### src/rtl/csum_pkg.sv
package csum_pkg;

    localparam int DFLT_DATA_W    = 256;
    localparam int DFLT_HDR_BYTES = 14;
    localparam int WORD_W         = 16;

    // Ones'-complement fold of a wide partial sum into 16 bits.
    function automatic logic [WORD_W-1:0] fold32(input logic [31:0] x);
        logic [16:0] t;
        logic [16:0] u;
        t = {1'b0, x[15:0]} + {1'b0, x[31:16]};
        u = {1'b0, t[15:0]} + {16'b0, t[16]};
        return u[15:0];
    endfunction

    // Place one payload byte in its half of a 16-bit word.
    function automatic logic [WORD_W-1:0] place_byte(input logic [7:0] b, input logic low_half);
        return low_half ? {8'h00, b} : {b, 8'h00};
    endfunction

endpackage

### src/rtl/csum_beat_sum.sv
module csum_beat_sum
    import csum_pkg::*;
#(
    parameter int DATA_W    = DFLT_DATA_W,
    parameter int KEEP_W    = DATA_W / 8,
    parameter int HDR_BYTES = DFLT_HDR_BYTES,
    parameter int POS_W     = 8,
    parameter int CNT_W     = 6,
    parameter int LSUM_W    = 22
) (
    input  logic [DATA_W-1:0] data_i,
    input  logic [KEEP_W-1:0] keep_i,
    input  logic [POS_W-1:0]  pos_i,
    output logic [LSUM_W-1:0] sum_o,
    output logic [CNT_W-1:0]  nkept_o
);

    localparam logic [POS_W-1:0] HDR_P   = POS_W'(HDR_BYTES);
    localparam logic             HDR_ODD = HDR_P[0];

    logic [CNT_W-1:0]  pre      [KEEP_W];
    logic [WORD_W-1:0] lane_val [KEEP_W];

    // Count of kept bytes ahead of each lane inside this beat.
    always_comb begin
        logic [CNT_W-1:0] run;
        run = '0;
        for (int i = 0; i < KEEP_W; i++) begin
            pre[i] = run;
            run    = run + CNT_W'(keep_i[i]);
        end
        nkept_o = run;
    end

    for (genvar g = 0; g < KEEP_W; g++) begin : g_lane
        logic [POS_W-1:0] abs_pos;
        logic             in_body;
        logic             low_half;

        always_comb begin
            abs_pos     = pos_i + POS_W'(pre[g]);
            in_body     = keep_i[g] && (abs_pos >= HDR_P);
            low_half    = abs_pos[0] ^ HDR_ODD;
            lane_val[g] = in_body ? place_byte(data_i[8*g +: 8], low_half) : '0;
        end

        always_comb begin
            if (!keep_i[g]) begin
                assert_masked_lane_R9: assert (lane_val[g] == '0);
            end
            if (keep_i[g] && (pos_i + POS_W'(pre[g])) < HDR_P) begin
                assert_header_lane_R2: assert (lane_val[g] == '0);
            end
        end
    end

    always_comb begin
        logic [LSUM_W-1:0] acc;
        acc = '0;
        for (int i = 0; i < KEEP_W; i++) begin
            acc = acc + LSUM_W'(lane_val[i]);
        end
        sum_o = acc;
    end

endmodule

### src/rtl/csum_pos_track.sv
module csum_pos_track #(
    parameter int HDR_BYTES = 14,
    parameter int POS_W     = 8,
    parameter int CNT_W     = 6
) (
    input  logic             clk,
    input  logic             rst,
    input  logic             beat_i,
    input  logic             last_i,
    input  logic [CNT_W-1:0] nkept_i,
    output logic [POS_W-1:0] pos_o
);

    localparam logic [POS_W-1:0] HDR_P = POS_W'(HDR_BYTES);

    logic [POS_W-1:0] pos_q;
    logic [POS_W-1:0] advanced;
    logic [POS_W-1:0] past_hdr;
    logic [POS_W-1:0] pos_d;

    // Once past the header only the word parity matters, so the count
    // is pinned to HDR or HDR+1 and never grows with frame length.
    always_comb begin
        advanced = pos_q + POS_W'(nkept_i);
        past_hdr = advanced - HDR_P;
        if (!beat_i) begin
            pos_d = pos_q;
        end else if (last_i) begin
            pos_d = '0;
        end else if (advanced >= HDR_P) begin
            pos_d = HDR_P + POS_W'(past_hdr[0]);
        end else begin
            pos_d = advanced;
        end
    end

    always_ff @(posedge clk) begin
        if (rst) begin
            pos_q <= '0;
        end else begin
            pos_q <= pos_d;
        end
    end

    assign pos_o = pos_q;

    assert_pos_bounded_R5: assert property (@(posedge clk) disable iff (rst)
        pos_q <= HDR_P + POS_W'(1));

    assert_restart_R7: assert property (@(posedge clk) disable iff (rst)
        (beat_i && last_i) |=> (pos_q == '0));

    assert_idle_pos_R8: assert property (@(posedge clk) disable iff (rst)
        !beat_i |=> $stable(pos_q));

endmodule

### src/rtl/rx_payload_csum.sv
module rx_payload_csum
    import csum_pkg::*;
#(
    parameter int DATA_W    = DFLT_DATA_W,
    parameter int HDR_BYTES = DFLT_HDR_BYTES
) (
    input  logic                clk,
    input  logic                rst,
    input  logic [DATA_W-1:0]   s_data_i,
    input  logic [DATA_W/8-1:0] s_keep_i,
    input  logic                s_valid_i,
    input  logic                s_last_i,
    output logic [15:0]         csum_o,
    output logic                csum_vld_o
);

    localparam int KEEP_W = DATA_W / 8;
    localparam int CNT_W  = $clog2(KEEP_W + 1);
    localparam int POS_W  = $clog2(HDR_BYTES + KEEP_W + 2) + 1;
    localparam int LSUM_W = WORD_W + CNT_W + 1;

    typedef struct packed {
        logic [LSUM_W-1:0] sum;
        logic [CNT_W-1:0]  nkept;
    } beat_res_t;

    typedef struct packed {
        logic [WORD_W-1:0] value;
        logic              vld;
    } result_t;

    beat_res_t         beat;
    logic [POS_W-1:0]  pos;
    logic [WORD_W-1:0] acc_q;
    logic [WORD_W-1:0] acc_next;
    result_t           res_q;

    csum_beat_sum #(
        .DATA_W    (DATA_W),
        .KEEP_W    (KEEP_W),
        .HDR_BYTES (HDR_BYTES),
        .POS_W     (POS_W),
        .CNT_W     (CNT_W),
        .LSUM_W    (LSUM_W)
    ) u_beat (
        .data_i  (s_data_i),
        .keep_i  (s_keep_i),
        .pos_i   (pos),
        .sum_o   (beat.sum),
        .nkept_o (beat.nkept)
    );

    csum_pos_track #(
        .HDR_BYTES (HDR_BYTES),
        .POS_W     (POS_W),
        .CNT_W     (CNT_W)
    ) u_pos (
        .clk     (clk),
        .rst     (rst),
        .beat_i  (s_valid_i),
        .last_i  (s_last_i),
        .nkept_i (beat.nkept),
        .pos_o   (pos)
    );

    // Fold every beat into a 16-bit running value so frame length is unbounded.
    always_comb begin
        acc_next = fold32(32'(acc_q) + 32'(beat.sum));
    end

    always_ff @(posedge clk) begin
        if (rst) begin
            acc_q <= '0;
            res_q <= '0;
        end else begin
            res_q.vld <= s_valid_i && s_last_i;
            if (s_valid_i) begin
                if (s_last_i) begin
                    acc_q       <= '0;
                    res_q.value <= acc_next;
                end else begin
                    acc_q <= acc_next;
                end
            end
        end
    end

    assign csum_o     = res_q.value;
    assign csum_vld_o = res_q.vld;

    assert_pulse_after_end_R6: assert property (@(posedge clk) disable iff (rst)
        (s_valid_i && s_last_i) |=> csum_vld_o);

    assert_pulse_has_cause_R6: assert property (@(posedge clk) disable iff (rst)
        csum_vld_o |-> $past(s_valid_i && s_last_i));

    assert_idle_sum_R8: assert property (@(posedge clk) disable iff (rst)
        !s_valid_i |=> $stable(acc_q));

    assert_value_held_R6: assert property (@(posedge clk) disable iff (rst)
        !$past(s_valid_i && s_last_i) |-> $stable(csum_o));

endmodule

### config.mk
export PLATFORM = sky130hd
export DESIGN_NAME = rx_payload_csum
export DESIGN_NICKNAME = d
export VERILOG_FILES = /design/src/rtl/csum_pkg.sv /design/src/rtl/csum_beat_sum.sv /design/src/rtl/csum_pos_track.sv /design/src/rtl/rx_payload_csum.sv
export SDC_FILE = /design/constraint.sdc
export NUM_CORES = 2
export LEC_CHECK = 0
export ABC_AREA = 1
export CAP_MARGIN = 20
export CORE_UTILIZATION = 25
export DETAILED_ROUTE_END_ITERATION = 10
export SLEW_MARGIN = 20
export SYNTH_ARGS = -nofsm -noshare
export SYNTH_HDL_FRONTEND = slang
export SYNTH_SLANG_ARGS = --single-unit
### constraint.sdc
create_clock -name clk -period 29.9 [get_ports clk]
set_input_delay 2.99 -clock clk [delete_from_list [all_inputs] [get_ports clk]]
set_output_delay 2.99 -clock clk [all_outputs]
set_load 0.01 [all_outputs]
Word-level counts from Yosys, hierarchy flattened
Index checks and enable logic that the tools add are counted.
{"block": "word_totals", "register_bits": 40, "latchBits": 0, "mem_bits_rw": 0, "romBits": 0, "input_bits": 292, "output_inout_bits": 17, "word_cells": 237, "mem_count": 0}
{"block": "classes", "add_sub_neg": 99, "n_mul": 0, "n_div": 0, "order_cmp": 33, "n_eq_ne": 0, "shift": 0, "muxes": 67, "bitwise_logic": 0, "n_reduce_logical": 34}
{"cell": "$mux W16", "count": 65}
{"cell": "$add A23 B16 Y23", "count": 24}
{"cell": "$ge A7 B4 Y1 const B", "count": 33}
{"cell": "$add A7 B6 Y7", "count": 31}
{"cell": "$add A6 B1 Y6", "count": 30}
{"cell": "$logic_and A1 B1 Y1", "count": 33}
{"cell": "$add A16 B23 Y24", "count": 1}
{"cell": "$add A22 B16 Y23", "count": 1}
{"cell": "$add A21 B16 Y22", "count": 1}
{"cell": "$add A20 B16 Y21", "count": 1}
{"cell": "$add A19 B16 Y20", "count": 1}
{"cell": "$add A18 B16 Y19", "count": 1}
{"cell": "$add A17 B16 Y18", "count": 1}
{"cell": "$add A16 B16 Y17", "count": 1}
{"cell": "$add A16 B8 Y17", "count": 1}
{"cell": "$add A16 B1 Y16", "count": 1}
{"cell": "$mux W7", "count": 2}
{"cell": "$add A7 B1 Y7", "count": 1}
{"cell": "$add A4 B1 Y5 const A", "count": 1}
{"cell": "$add A1 B1 Y2", "count": 1}
{"cell": "$reduce_and A2 Y1", "count": 1}
{"cell": "$sub A1 B1 Y1 const B", "count": 1}

Logic depth before layout (Yosys ltp)
{"block": "logic_depth", "ltp_word": 39, "ltp_mapped": 143, "depth_no_buf": 143}

Hierarchy
Synthesis repeated with hierarchy kept, for this count alone.
{"block": "unflattened", "hier_cells": 4291, "hier_area_um2": 30810.8}
{"mod": "csum_beat_sum", "instances": 1, "cells_each": 3669, "area_per_inst_um2": 26998.4, "seq_area_each_um2": 0.0}
{"mod": "rx_payload_csum", "instances": 1, "cells_each": 530, "area_per_inst_um2": 3211.8, "seq_area_each_um2": 660.6}
{"mod": "csum_pos_track", "instances": 1, "cells_each": 92, "area_per_inst_um2": 600.6, "seq_area_each_um2": 140.1}

Worst setup path after synthesis
No wires, ideal clock.
{"block": "synth_path", "kind": "input to register", "from": "input s_keep_i[0]", "to": "register acc_q[14]", "setup_ns": 0.128, "t_arrival_ns": 26.389, "required_time_ns": 29.772, "setup_slack_ns": 3.383, "cell_stages": 110, "path_buffers": 1, "path_cell_list": "fa_1 > ha_1 > inv_1 > fa_1 > inv_1 > ha_1 > ha_1 > ha_1 > ha_1 > ha_1 > ha_1 > ha_1 > ha_1 > ha_1 > ha_1 > ha_1 > ha_1 > ha_1 > [... 74 more ...] > nand4_1 > and3b_1 > ha_1 > ha_1 > nand3_1 > nor2_1 > inv_1 > nor2_1 > nand2_1 > nor2_1 > nand2_1 > nor2_1 > inv_1 > nor3_1 > nand2_1 > xor2_1 > a22oi_1 > nor2_1"}
{"block": "synth_via", "elab_chain_len": 39, "elab_cells_between_ends": 222, "classes_between": "add/sub: 95; order compare: 31; mux: 64; reduce/logical: 32"}
{"item": "from (decl)", "line_no": "rx_payload_csum.sv:10", "source": "input logic [DATA_W/8-1:0] s_keep_i,"}
{"item": "$add A7 B1 Y7 or $add A1 B1 Y2 (tied branches)", "line_no": "csum_beat_sum.sv:41, csum_beat_sum.sv:30"}
{"item": "$ge A7 B4 Y1, or another cell as far along", "line_no": "csum_beat_sum.sv:42", "source": "in_body = keep_i[g] && (abs_pos >= HDR_P);"}
{"item": "$logic_and A1 B1 Y1, or another cell as far along", "line_no": "csum_beat_sum.sv:42"}
{"item": "$mux W16, or another cell as far along", "line_no": "csum_beat_sum.sv:44", "source": "lane_val[g] = in_body ? place_byte(data_i[8*g +: 8], low_half) : '0;"}
{"item": "$add A16 B16 Y17, or another cell as far along", "line_no": "csum_beat_sum.sv:61", "source": "acc = acc + LSUM_W'(lane_val[i]);"}
{"item": "$add A17 B16 Y18, or another cell as far along", "line_no": "csum_beat_sum.sv:61"}
{"item": "$add A18 B16 Y19, or another cell as far along", "line_no": "csum_beat_sum.sv:61"}
{"item": "$add A19 B16 Y20, or another cell as far along", "line_no": "csum_beat_sum.sv:61"}
{"item": "[... 2 more ...]"}
{"item": "$add A22 B16 Y23, or another cell as far along", "line_no": "csum_beat_sum.sv:61"}
{"item": "$add A23 B16 Y23, or another cell as far along (22 in series)", "line_no": "csum_beat_sum.sv:61"}
{"item": "$add A23 B16 Y23 or $mux W16 (tied branches)", "line_no": "csum_beat_sum.sv:61, csum_beat_sum.sv:44"}
{"item": "$add A23 B16 Y23 (*)", "line_no": "csum_beat_sum.sv:61"}
{"item": "$add A16 B23 Y24 (*)", "line_no": "rx_payload_csum.sv:68", "source": "acc_next = fold32(32'(acc_q) + 32'(beat.sum));"}
{"item": "$add A16 B8 Y17 (*)", "line_no": "csum_pkg.sv:11", "source": "t = {1'b0, x[15:0]} + {1'b0, x[31:16]};"}
{"item": "$add A16 B1 Y16 (*)", "line_no": "csum_pkg.sv:12", "source": "u = {1'b0, t[15:0]} + {16'b0, t[16]};"}
{"item": "$mux W16 (*)", "line_no": "rx_payload_csum.sv:78", "source": "if (s_last_i) begin"}
{"item": "to (signal assigned)", "line_no": "rx_payload_csum.sv:82", "source": "acc_q <= acc_next;"}
{"item": "to (decl)", "line_no": "rx_payload_csum.sv:34", "source": "logic [WORD_W-1:0] acc_q;"}
Every way passes the cells marked *; elsewhere a longest branch is shown, timed or not.
A chain may end at the register's enable or synchronous reset.

Worst setup path after layout
{"block": "layout_path", "from": "input s_keep_i[1]", "to": "register acc_q[14]"}
{"block": "layout_via", "elab_chain_len": 39, "elab_cells_between_ends": 217, "classes_between": "add/sub: 94; order compare: 30; mux: 62; reduce/logical: 31"}
{"item": "$add A1 B1 Y2", "line_no": "csum_beat_sum.sv:30", "source": "run = run + CNT_W'(keep_i[i]);"}
{"item": "$add A7 B6 Y7 or $add A6 B1 Y6 (tied branches)", "line_no": "csum_beat_sum.sv:41, csum_beat_sum.sv:30"}
{"item": "$ge A7 B4 Y1, or another cell as far along", "line_no": "csum_beat_sum.sv:42"}
{"item": "$logic_and A1 B1 Y1, or another cell as far along", "line_no": "csum_beat_sum.sv:42"}
{"item": "$mux W16, or another cell as far along", "line_no": "csum_beat_sum.sv:44"}
{"item": "$add A17 B16 Y18, or another cell as far along", "line_no": "csum_beat_sum.sv:61"}
{"item": "$add A18 B16 Y19, or another cell as far along", "line_no": "csum_beat_sum.sv:61"}
{"item": "$add A19 B16 Y20, or another cell as far along", "line_no": "csum_beat_sum.sv:61"}
{"item": "[... 2 more ...]"}
{"item": "$add A22 B16 Y23, or another cell as far along", "line_no": "csum_beat_sum.sv:61"}
{"item": "$add A23 B16 Y23, or another cell as far along (22 in series)", "line_no": "csum_beat_sum.sv:61"}
{"item": "$add A23 B16 Y23 or $mux W16 (tied branches)", "line_no": "csum_beat_sum.sv:61, csum_beat_sum.sv:44"}
{"item": "$add A23 B16 Y23 (*)", "line_no": "csum_beat_sum.sv:61"}
{"item": "$add A16 B23 Y24 (*)", "line_no": "rx_payload_csum.sv:68"}
{"item": "$add A16 B8 Y17 (*)", "line_no": "csum_pkg.sv:11"}
{"item": "$add A16 B1 Y16 (*)", "line_no": "csum_pkg.sv:12"}
{"item": "$mux W16 (*)", "line_no": "rx_payload_csum.sv:78"}
Marked as above.

==> flow_summary_export.csv <==
group,metric,value,unit
status,status,"finished clean",
clock_tree,hold_buffers,0,
logic_synthesis,synth_cell_types,54,
logic_synthesis,synthCells,4130,
floorplan,io_pins,309,
global_route,use_met3,2.92,%
worst_setup_path,worstReg2RegStart,"u_pos.pos_o[0]$_SDFFE_PP0P_",
global_route,grt_pass1_vias,28400,
floorplan,die_w,348,µm
drt,antenna_left,0,
logic_synthesis,synth_edf_count,0,
global_route,grt.busiest_layer,"met2",
timing,maxSlewHeadroom,35.1,%
drt,vias_per_cell,4.63,
worst_setup_path,path_class,"in -> reg",
finish,drive_above_1_share,5.24,%
global_route,antenna_found_initial,33,
hold_path,hold_start,"acc_q[0]$_SDFFE_PP0P_",
logic_synthesis,ys_seq_elements,40,
logic_synthesis,seq_area_frac_synth,2.67,%
timing,clock_skew,0.00486,ns
worst_setup_path,reg2reg_depth,76,
logic_synthesis,ys.flop_type,"dfxtp_1",
placement,post-dp-hpwl,101000,µm
drt,routedWlPerCell,18.9,µm
finish,nFillCells,12800,
hold_path,whs_path_depth,2,
floorplan,fp-row-count,126,
global_route,grt_pass1_wl,171000,µm
worst_setup_path,critPathLaunchType,"primary input",
worst_setup_path,path_max_fanout,7,
clock_tree,clk_pin_slew,0.07,ns
worst_setup_path,crit_path_end_kind,"flip-flop",
drt,drc,0,
worst_setup_path,max_stage_delay,0.57,ns
clock_tree,clockBufferDepth,2,
placement,portBuffers,308,
timing,min_period,28.10,ns
logic_synthesis,syn-cell-area,29900,µm²
worst_setup_path,critPathSlowestCell,"fa_1",
floorplan,initial_core_util,25.3,%
drt,dr.pass1.iters,6,
global_route,grt-ovfl-total,0,
global_route,grt_max_degree,34,
worst_setup_path,reg2reg_slack,14.33,ns
clock_tree,htree_levels,2,
floorplan,die_area,121000,µm²
clock_tree,clk_latency,0.30,ns
logic_synthesis,avgSynthCellArea,7.25,µm²
drt,vias,27800,
timing,finalCritPeriodShare,94.0,%
clock_tree,tritoncts,"done",
finish,synthToLayoutAreaGrowth,17.3,%
finish,fin_nets,5502,
worst_setup_path,cp.arrival,28.26,ns
finish,layout_common_cells,"inv_1, nand3_1, fa_1",
global_route,met2_usage,31.4,%
timing,fmax,35.6,MHz
logic_synthesis,synth_nets,5243,
clock_tree,cts.sinks,40,
logic_synthesis,ys_async_sr_fraction,0,%
timing,timing.setup.tns,0,ns
clock_tree,cts_buffers,5,
timing,finalHoldViolations,0,
timing,finalSetupViolCount,0,
timing,maxSlewViolCount,0,
worst_setup_path,crit_top_cell,"ha_1",
hold_path,whs_endpoint,"acc_q[0]$_SDFFE_PP0P_",
finish,final_common_cell,"inv_1",
drt,finalWirelength,113000,µm
floorplan,die_y,348,µm
logic_synthesis,yosys_warnings,0,
flow_run,maxCapViolations,0,
global_route,gr-usage-all-layers,18.7,%
worst_setup_path,r2r_end,"acc_q[14]$_SDFFE_PP0P_",
clock_tree,cts-root-buf,"clkbuf_16",
global_route,use_met1,23.2,%
worst_setup_path,required,30.06,ns
floorplan,core,118000,µm²
timing,worst_pin_slew,0.972,ns
hold_path,min_path_type,"reg -> reg",
drt,drtIter0Drc,1949,
timing,rsz0062_at_grt,"false",
placement,place_congestion,0.964,
cell type report:
cell class / count / area (µm²) / share of cell area [%]
diodes: 14 / 35.0 / 0.0997
clock buffers: 5 / 125 / 0.356
clock inverters: 3 / 46.3 / 0.132
inverters: 1040 / 3900 / 11.1
multi-input cells: 2975 / 25000 / 71.1
flip-flops and latches: 40 / 803 / 2.29
well taps: 1600 / 2000 / 5.70
repair buffers: 327 / 3230 / 9.19
through the flow:
| stage | cells | util [%] | worst slack, ns | hold WS [ns] | instance area (µm²) |
|---|---|---|---|---|---|
| after floorplan | 4130 | - | 3.38 | 0.450 | 29900 |
| after global placement | 5978 | 29.5 | 1.22 | 0.475 | 34900 |
| after detailed placement | 5978 | 29.5 | 0.888 | 0.481 | 34900 |
| after CTS | 5986 | 29.6 | 1.09 | 0.491 | 35000 |
| after global routing | 6002 | 29.7 | 0.0228 | 0.521 | 35100 |
| final | 6004 | 29.7 | 1.80 | 0.494 | 35100 |
Yosys cell counts, types with 40 or more instances:
cell	n	area share, %
nand2_1	475	6.0
o21ai_0	77	1.3
clkbuf_1	62	0.78
inv_1	1016	13
fa_1	495	33
nand3_1	534	8.9
a21oi_1	157	2.6
nor3_1	89	1.5
nand2_2	104	2.2
ha_1	326	14
dfxtp_1	40	2.7
xor2_1	109	3.2
nor2_1	395	5.0
cells by family (layout without fill, tap and decap cells):
kind of cell	Yosys count	in the layout	synth area share, %
simple gates	1690	1690	26.3
flops	40	40	2.67
fa+ha+maj	821	821	46.7
compound gates	327	327	6.35
xor+xnor	136	136	3.98
other cells	1	15	0.0125
buf+inv	1115	1375	14.0
worst max-delay path, delay by kind of cell:
kind | cells | cell delay, ns
XOR/XNOR | 4 | 0.59
adder cells (fa/ha/maj) | 45 | 17.26
AND/OR/NAND/NOR | 28 | 2.99
buffers and inverters | 16 | 1.64
AO/OA/AOI/OAI | 18 | 2.71
repair_timing:
action | in CTS | in global routing
endpoints found under the setup margin | 0 | 16
buffers inserted | 0 | 4
resized for setup | 0 | 12
worst max path at each step:
stage	startpoint	to	slack, ns
after global placement	s_keep_i[0]	acc_q[14]$_SDFFE_PP0P_	1.22
final	s_keep_i[1]	acc_q[14]$_SDFFE_PP0P_	1.80
after CTS	s_keep_i[0]	acc_q[14]$_SDFFE_PP0P_	1.09
after global routing	s_keep_i[1]	acc_q[14]$_SDFFE_PP0P_	0.02
after detailed placement	s_keep_i[0]	acc_q[14]$_SDFFE_PP0P_	0.89
after floorplan	s_keep_i[0]	acc_q[14]$_SDFFE_PP0P_	3.38
state kept, by name, indices dropped and copies added, names as in the netlist:
register     count
u_pos.pos_o      7
csum_o          16
acc_q           16
csum_vld_o       1
routing by layer:
layer | vias up | wire length [µm]
met5 | - | 127
met4 | 20 | 6440
met3 | 217 | 7390
met2 | 989 | 53100
met1 | 13300 | 46300
li1 | 13300 | -
Power is left out: the tool's default activity adds up to more than one toggle a clock period on the data nets, which glitch-free logic cannot reach.
